--- config.mk ---
export PLATFORM = sky130hd
export DESIGN_NAME = regwin_seq
export DESIGN_NICKNAME = d
export VERILOG_FILES = /design/src/rtl/regwin_pkg.sv /design/src/rtl/regwin_xlate.sv /design/src/rtl/regwin_cache.sv /design/src/rtl/regwin_ctrl.sv /design/src/rtl/regwin_seq.sv
export SDC_FILE = /design/constraint.sdc
export NUM_CORES = 1
export LEC_CHECK = 0
export CAP_MARGIN = 20
export CORE_MARGIN = 2
export CORE_UTILIZATION = 50
export DETAILED_ROUTE_END_ITERATION = 16
export DONT_BUFFER_PORTS = 1
export PLACE_DENSITY = 0.63
export SLEW_MARGIN = 20
export SYNTH_ARGS = -nofsm -noshare
export SYNTH_HDL_FRONTEND = slang
export SYNTH_SLANG_ARGS = --single-unit
--- constraint.sdc ---
create_clock -name clk -period 2.87 [get_ports clk]
set_clock_uncertainty 0.05 [all_clocks]
set_input_delay 0.287 -clock clk [delete_from_list [all_inputs] [get_ports clk]]
set_output_delay 0.287 -clock clk [all_outputs]
set_load 0.01 [all_outputs]
--- src/rtl/regwin_pkg.sv ---
package regwin_pkg;

  // Sequencer phases: idle, window program, window confirm, data transfer
  typedef enum logic [1:0] {
    ST_IDLE    = 2'd0,
    ST_SEL_WR  = 2'd1,
    ST_SEL_CHK = 2'd2,
    ST_XFER    = 2'd3
  } seq_state_e;

endpackage

--- src/rtl/regwin_xlate.sv ---
module regwin_xlate #(
  parameter int ADDR_W  = 25,
  parameter int SEG_LSB = 19,
  parameter int SEG_W   = 6
) (
  input  logic [ADDR_W-1:0] offset,
  input  logic              win_en,
  output logic              direct,
  output logic [SEG_W-1:0]  seg,
  output logic [ADDR_W-1:0] xfer_addr
);

  localparam logic [ADDR_W-1:0] APER_BASE = ADDR_W'(1) << SEG_LSB;

  always_comb begin
    direct = !win_en || (offset < APER_BASE);
    seg    = offset[SEG_LSB +: SEG_W];
    if (direct) begin
      xfer_addr = offset;
    end else begin
      xfer_addr = APER_BASE | {{(ADDR_W-SEG_LSB){1'b0}}, offset[SEG_LSB-1:0]};
    end
  end

endmodule

--- src/rtl/regwin_cache.sv ---
module regwin_cache #(
  parameter int SEG_W    = 6,
  parameter bit NO_CACHE = 1'b0
) (
  input  logic             clk,
  input  logic             rst_n,
  input  logic             load,
  input  logic [SEG_W-1:0] load_seg,
  input  logic [SEG_W-1:0] cmp_seg,
  output logic             hit
);

  generate
    if (NO_CACHE) begin : g_nocache
      assign hit = 1'b0;
    end else begin : g_cache
      logic             valid_q;
      logic             valid_d;
      logic [SEG_W-1:0] seg_q;
      logic [SEG_W-1:0] seg_d;

      always_comb begin
        valid_d = valid_q;
        seg_d   = seg_q;
        if (load) begin
          valid_d = 1'b1;
          seg_d   = load_seg;
        end
      end

      always_ff @(posedge clk or negedge rst_n) begin
        if (!rst_n) begin
          valid_q <= 1'b0;
          seg_q   <= '0;
        end else if (load) begin
          valid_q <= valid_d;
          seg_q   <= seg_d;
        end
      end

      assign hit = valid_q && (seg_q == cmp_seg);
    end
  endgenerate

endmodule

--- src/rtl/regwin_ctrl.sv ---
module regwin_ctrl
  import regwin_pkg::*;
#(
  parameter int              ADDR_W    = 25,
  parameter int              DATA_W    = 32,
  parameter int              SEG_W     = 6,
  parameter logic [ADDR_W-1:0] WSEL_ADDR = 'h310C,
  parameter int              EN_BIT    = 30
) (
  input  logic              clk,
  input  logic              rst_n,
  input  logic              req_valid,
  output logic              req_ready,
  input  logic              req_we,
  input  logic [DATA_W-1:0] req_wdata,
  input  logic              direct,
  input  logic [SEG_W-1:0]  seg,
  input  logic [ADDR_W-1:0] xfer_addr,
  input  logic              hit,
  output logic              cache_load,
  output logic [SEG_W-1:0]  seg_held,
  output logic              rsp_valid,
  output logic [DATA_W-1:0] rsp_rdata,
  output logic              bus_req,
  output logic              bus_we,
  output logic [ADDR_W-1:0] bus_addr,
  output logic [DATA_W-1:0] bus_wdata,
  input  logic              bus_ack,
  input  logic [DATA_W-1:0] bus_rdata,
  input  logic              err_clr,
  output logic              err_flag
);

  seq_state_e        state_q, state_d;
  logic              we_q;
  logic [ADDR_W-1:0] addr_q;
  logic [DATA_W-1:0] wdata_q;
  logic [SEG_W-1:0]  seg_q;
  logic              rsp_valid_q, rsp_valid_d;
  logic [DATA_W-1:0] rsp_rdata_q;
  logic              err_q, err_d;
  logic              accept;
  logic              rdata_en;
  logic [DATA_W-1:0] sel_word;

  assign sel_word = (DATA_W'(1) << EN_BIT) | DATA_W'(seg_q);
  assign accept   = (state_q == ST_IDLE) && req_valid;
  assign rdata_en = (state_q == ST_XFER) && bus_ack && !we_q;

  always_comb begin
    state_d = state_q;
    case (state_q)
      ST_IDLE:    if (accept)  state_d = (direct || hit) ? ST_XFER : ST_SEL_WR;
      ST_SEL_WR:  if (bus_ack) state_d = ST_SEL_CHK;
      ST_SEL_CHK: if (bus_ack) state_d = ST_XFER;
      ST_XFER:    if (bus_ack) state_d = ST_IDLE;
      default:    state_d = ST_IDLE;
    endcase
  end

  always_comb begin
    err_d = err_q;
    if ((state_q == ST_SEL_CHK) && bus_ack && (bus_rdata != sel_word)) begin
      err_d = 1'b1;
    end else if (err_clr) begin
      err_d = 1'b0;
    end
    rsp_valid_d = (state_q == ST_XFER) && bus_ack;
  end

  always_comb begin
    bus_req   = 1'b0;
    bus_we    = 1'b0;
    bus_addr  = '0;
    bus_wdata = '0;
    case (state_q)
      ST_SEL_WR: begin
        bus_req   = 1'b1;
        bus_we    = 1'b1;
        bus_addr  = WSEL_ADDR;
        bus_wdata = sel_word;
      end
      ST_SEL_CHK: begin
        bus_req  = 1'b1;
        bus_addr = WSEL_ADDR;
      end
      ST_XFER: begin
        bus_req   = 1'b1;
        bus_we    = we_q;
        bus_addr  = addr_q;
        bus_wdata = wdata_q;
      end
      default: ;
    endcase
  end

  always_ff @(posedge clk or negedge rst_n) begin
    if (!rst_n) begin
      state_q     <= ST_IDLE;
      rsp_valid_q <= 1'b0;
      err_q       <= 1'b0;
    end else begin
      state_q     <= state_d;
      rsp_valid_q <= rsp_valid_d;
      err_q       <= err_d;
    end
  end

  always_ff @(posedge clk or negedge rst_n) begin
    if (!rst_n) begin
      we_q    <= 1'b0;
      addr_q  <= '0;
      wdata_q <= '0;
      seg_q   <= '0;
    end else if (accept) begin
      we_q    <= req_we;
      addr_q  <= xfer_addr;
      wdata_q <= req_wdata;
      seg_q   <= seg;
    end
  end

  always_ff @(posedge clk or negedge rst_n) begin
    if (!rst_n) begin
      rsp_rdata_q <= '0;
    end else if (rdata_en) begin
      rsp_rdata_q <= bus_rdata;
    end
  end

  assign req_ready  = (state_q == ST_IDLE);
  assign cache_load = (state_q == ST_SEL_WR) && bus_ack;
  assign seg_held   = seg_q;
  assign rsp_valid  = rsp_valid_q;
  assign rsp_rdata  = rsp_rdata_q;
  assign err_flag   = err_q;

endmodule

--- src/rtl/regwin_seq.sv ---
module regwin_seq #(
  parameter int                ADDR_W    = 25,
  parameter int                DATA_W    = 32,
  parameter int                SEG_LSB   = 19,
  parameter int                SEG_W     = 6,
  parameter logic [ADDR_W-1:0] WSEL_ADDR = 'h310C,
  parameter int                EN_BIT    = 30,
  parameter bit                NO_CACHE  = 1'b0
) (
  input  logic              clk,
  input  logic              rst_n,
  input  logic              win_en,
  input  logic              req_valid,
  output logic              req_ready,
  input  logic              req_we,
  input  logic [ADDR_W-1:0] req_addr,
  input  logic [DATA_W-1:0] req_wdata,
  output logic              rsp_valid,
  output logic [DATA_W-1:0] rsp_rdata,
  output logic              bus_req,
  output logic              bus_we,
  output logic [ADDR_W-1:0] bus_addr,
  output logic [DATA_W-1:0] bus_wdata,
  input  logic              bus_ack,
  input  logic [DATA_W-1:0] bus_rdata,
  input  logic              err_clr,
  output logic              err_flag
);

  logic              direct;
  logic [SEG_W-1:0]  seg;
  logic [ADDR_W-1:0] xfer_addr;
  logic              hit;
  logic              cache_load;
  logic [SEG_W-1:0]  seg_held;

  regwin_xlate #(
    .ADDR_W(ADDR_W), .SEG_LSB(SEG_LSB), .SEG_W(SEG_W)
  ) i_xlate (
    .offset(req_addr), .win_en(win_en), .direct(direct),
    .seg(seg), .xfer_addr(xfer_addr)
  );

  regwin_cache #(
    .SEG_W(SEG_W), .NO_CACHE(NO_CACHE)
  ) i_cache (
    .clk(clk), .rst_n(rst_n), .load(cache_load),
    .load_seg(seg_held), .cmp_seg(seg), .hit(hit)
  );

  regwin_ctrl #(
    .ADDR_W(ADDR_W), .DATA_W(DATA_W), .SEG_W(SEG_W),
    .WSEL_ADDR(WSEL_ADDR), .EN_BIT(EN_BIT)
  ) i_ctrl (
    .clk(clk), .rst_n(rst_n),
    .req_valid(req_valid), .req_ready(req_ready), .req_we(req_we),
    .req_wdata(req_wdata), .direct(direct), .seg(seg),
    .xfer_addr(xfer_addr), .hit(hit), .cache_load(cache_load),
    .seg_held(seg_held), .rsp_valid(rsp_valid), .rsp_rdata(rsp_rdata),
    .bus_req(bus_req), .bus_we(bus_we), .bus_addr(bus_addr),
    .bus_wdata(bus_wdata), .bus_ack(bus_ack), .bus_rdata(bus_rdata),
    .err_clr(err_clr), .err_flag(err_flag)
  );

endmodule

==> impl_metrics.ini <==
[outcome]
run_status = finished, final reports clean

[worst_setup_path]
critical_path_arrival_ps = 1800
worst-r2r-setup-slack_ps = 860
worstPathMaxFanout = 59
r2r.worst_path.cells = 5
setup.worst_path.start_class = flip-flop
crit-reg2reg-capture = i_ctrl.wdata_q[1]
cp-end-kind = output pin
timing_worst_setup_path_type = reg2out
critical_path_required_ps = 2530
r2r_start = i_ctrl.state_q[0]

[timing]
finalHoldWorstSlack_ps = 19.92
layout_setup_ws_ps = 734.8
max_slew_margin_pct = 62.68
maxSlewViolCount = 0
grt_setup_unrepaired = no
hold_viol = 0
period_share_pct = 74.40
finalSetupViolations = 0
finalCriticalPeriod_ps = 2135
max_clock_freq_ghz = 0.4683
fin_setup_tns_ps = 0
timing_worst_slew_pin_value_ps = 559.8

[hold_path]
hp-class = in2reg
timing.hold.worst.start = req_addr[14]
min_delay_worst_endpoint = i_ctrl.addr_q[14]
hold-path-cell-count = 1

[drt]
final_routed_wirelength_um = 9707
drc = 0
avgViaCountPerCell = 5.668
routedWlPerCell_um = 19.77
drt-pass1-iter-count = 4
antenna_violating_nets_post_route = 0
vias = 2783
initialDrtViolationCount = 38

[die]
die-width_um = 100.9
floorplan.die.height_um = 100.9
fp.dieArea_sq_um = 10170
placeableCoreArea_sq_um = 9153
num_rows = 35
initial_core_util_pct = 51.26
io_pins = 190

[power]
share_clk_of_total_power_pct = 14.2
power-per-cell-area_nw_per_um2 = 1093
power_leakage_nw = 2.253
total_power_mw = 5.722
power.share.combinational_pct = 36.6
switching_power_mw = 2.092
p_seq_share_pct = 49.2
sw_frac_of_total_pct = 36.57
vdd_ir_drop_max_v = 0.0004269
internal-power_mw = 3.630

[placed_design]
placedInstanceArea_sq_um = 4790
placement.io_buffers = 0
finalWeightedCongestion = 0.7263
number_of_cells_after_detailed_placement = 450
dp.final_hpwl_um = 6665
preCtsSetupSlack_ps = 888.4

[clock_tree]
root_buffer = sky130_fd_sc_hd__clkbuf_8
cts_buffer_depth = 2
htreeDepth = 3
clock-sinks = 107
clk-insertion-delay-late_ps = 360
cts_setup_buffers = 0
clkSlewWorstSetupHoldPaths_ps = 100
cts_made_buffers = 9
clock_tree_from_tritoncts = done

[cells_and_area]
mostFrequentLayoutCells = sky130_fd_sc_hd__dfrtp_1 (107), sky130_fd_sc_hd__mux2_2 (95), sky130_fd_sc_hd__and2_1 (46)
drive_gt1_share_pct = 30.79
ff_latch_area_sq_um = 2678
layout.cells.non_filler = 491
final_common_cell = sky130_fd_sc_hd__dfrtp_1
fin_nets = 477
final_core_area_utilization_pct = 57.18
multiInputGateArea_sq_um = 1927
area_growth_syn_to_layout_pct = 11.55
final_design_area_no_fill_sq_um = 5234
n_antenna_cell = 0
layout.filler_cells = 765

[global_route]
largest_net_degree_at_the_start_of_global_routing = 108
grt_overflow = 0
global_route_usage_over_all_layers_pct = 18.59
first_global_vias = 2900
first_pass_grt_wire_length_um = 14630
grt_antenna_before_repair = 0

[synthesis]
netlist-cell-type-count = 29
post-synth-top-area-fraction_pct = 57.07
netlist_top_cells_area = sky130_fd_sc_hd__dfrtp_1 (57%), sky130_fd_sc_hd__mux2_2 (23%), sky130_fd_sc_hd__and2_1 (6.1%)
synthesis.area_sq_um = 4692
average_size_of_a_mapped_cell_sq_um = 13.22
netlist_instances = 355
netlist.top_cell.by_area = sky130_fd_sc_hd__dfrtp_1
synth_seq_cells = 107
synth_nets = 456
yosys_warnings = 0
ys_seq_area_share_pct = 57.07

[run]
cap_viol_max_count = 0
[layer usage]
metal	track usage, %	up-vias	part of all wire, %
met5	0	-	0
met4	4.426	0	0.65
met3	8.946	5	12
met2	30.56	125	49
met1	22.09	1391	39
li1	-	1262	-
[cells in the mapped netlist, drive strengths merged]
| library cell | instances |
|---|---|
| nor3 | 2 |
| xnor2 | 11 |
| nand2 | 11 |
| o31a | 1 |
| o311a | 1 |
| ha | 5 |
| a21o | 2 |
| dfrtp | 107 |
| a21oi | 7 |
| clkbuf | 10 |
| and2 | 46 |
| nand3 | 2 |
| nor4 | 6 |
| or4 | 1 |
| o22ai | 1 |
| xor2 | 1 |
| a22o | 6 |
| inv | 3 |
| buf | 9 |
| o21ai | 6 |
| nor2 | 8 |
| o31ai | 1 |
| or2b | 1 |
| nand4 | 3 |
| nand2b | 7 |
| mux2 | 96 |
| nor4b | 1 |
[cell families after synthesis]
family | count (synthesis) | share of synthesized area, %
simple gates | 88 | 10.72
fa+ha+maj | 5 | 1.333
flops | 107 | 57.07
buf+inv | 22 | 1.973
xor+xnor | 12 | 2.240
compound gates | 25 | 3.627
mux | 96 | 23.04
[area by class of cell]
class,instances,area share [%]
sequential,107,51.16
multi-input combinational,226,36.82
clock inverter,6,0.8128
tap,111,2.654
clock buffer,9,2.367
timing repair buffer,29,5.977
inverter,3,0.2152
[worst max-delay path by stage]
stage	cells past startpoint	end	slack, ps	start
finish	4	bus_addr[8]	730	i_ctrl.state_q[1]
global route	4	bus_addr[12]	560	i_ctrl.state_q[1]
CTS	4	bus_addr[8]	660	i_ctrl.state_q[1]
detailed placement	5	i_ctrl.addr_q[11]	890	i_ctrl.state_q[1]
global placement	5	i_ctrl.addr_q[18]	950	i_ctrl.state_q[1]
floorplan	6	i_ctrl.addr_q[10]	1030	i_ctrl.state_q[0]
[flip-flops by register name, summed over array words and instances (netlist names), 2 cells and up]
name,flops
i_ctrl.addr_q,25
i_ctrl.rsp_rdata,32
i_ctrl.state_q,2
i_ctrl.seg_held,6
i_ctrl.wdata_q,32
i_cache.g_cache.seg_q,6
[critical path: stages, from the launching register on]
cell                      delay, ps
sky130_fd_sc_hd__dfrtp_1        410
sky130_fd_sc_hd__ha_2           200
sky130_fd_sc_hd__buf_4          410
sky130_fd_sc_hd__a21oi_1        140
sky130_fd_sc_hd__nor2_1         270
[power groups by stage]
stage	logic [mW]	clock network (mW)	registers [mW]
2_1_floorplan	1.77	0	2.70
3_3_place_gp	2.03	0	2.82
3_5_place_dp	2.08	0	2.86
4_1_cts	2.12	0.851	2.82
5_1_grt	2.32	0.908	2.92
6_report	2.09	0.812	2.82
[repair_timing]
action	CTS	global route
hold buffers	7	19
hold endpoints to repair	112	19
resized for setup	0	0
No activity file was read; power rests on OpenSTA's default activity.
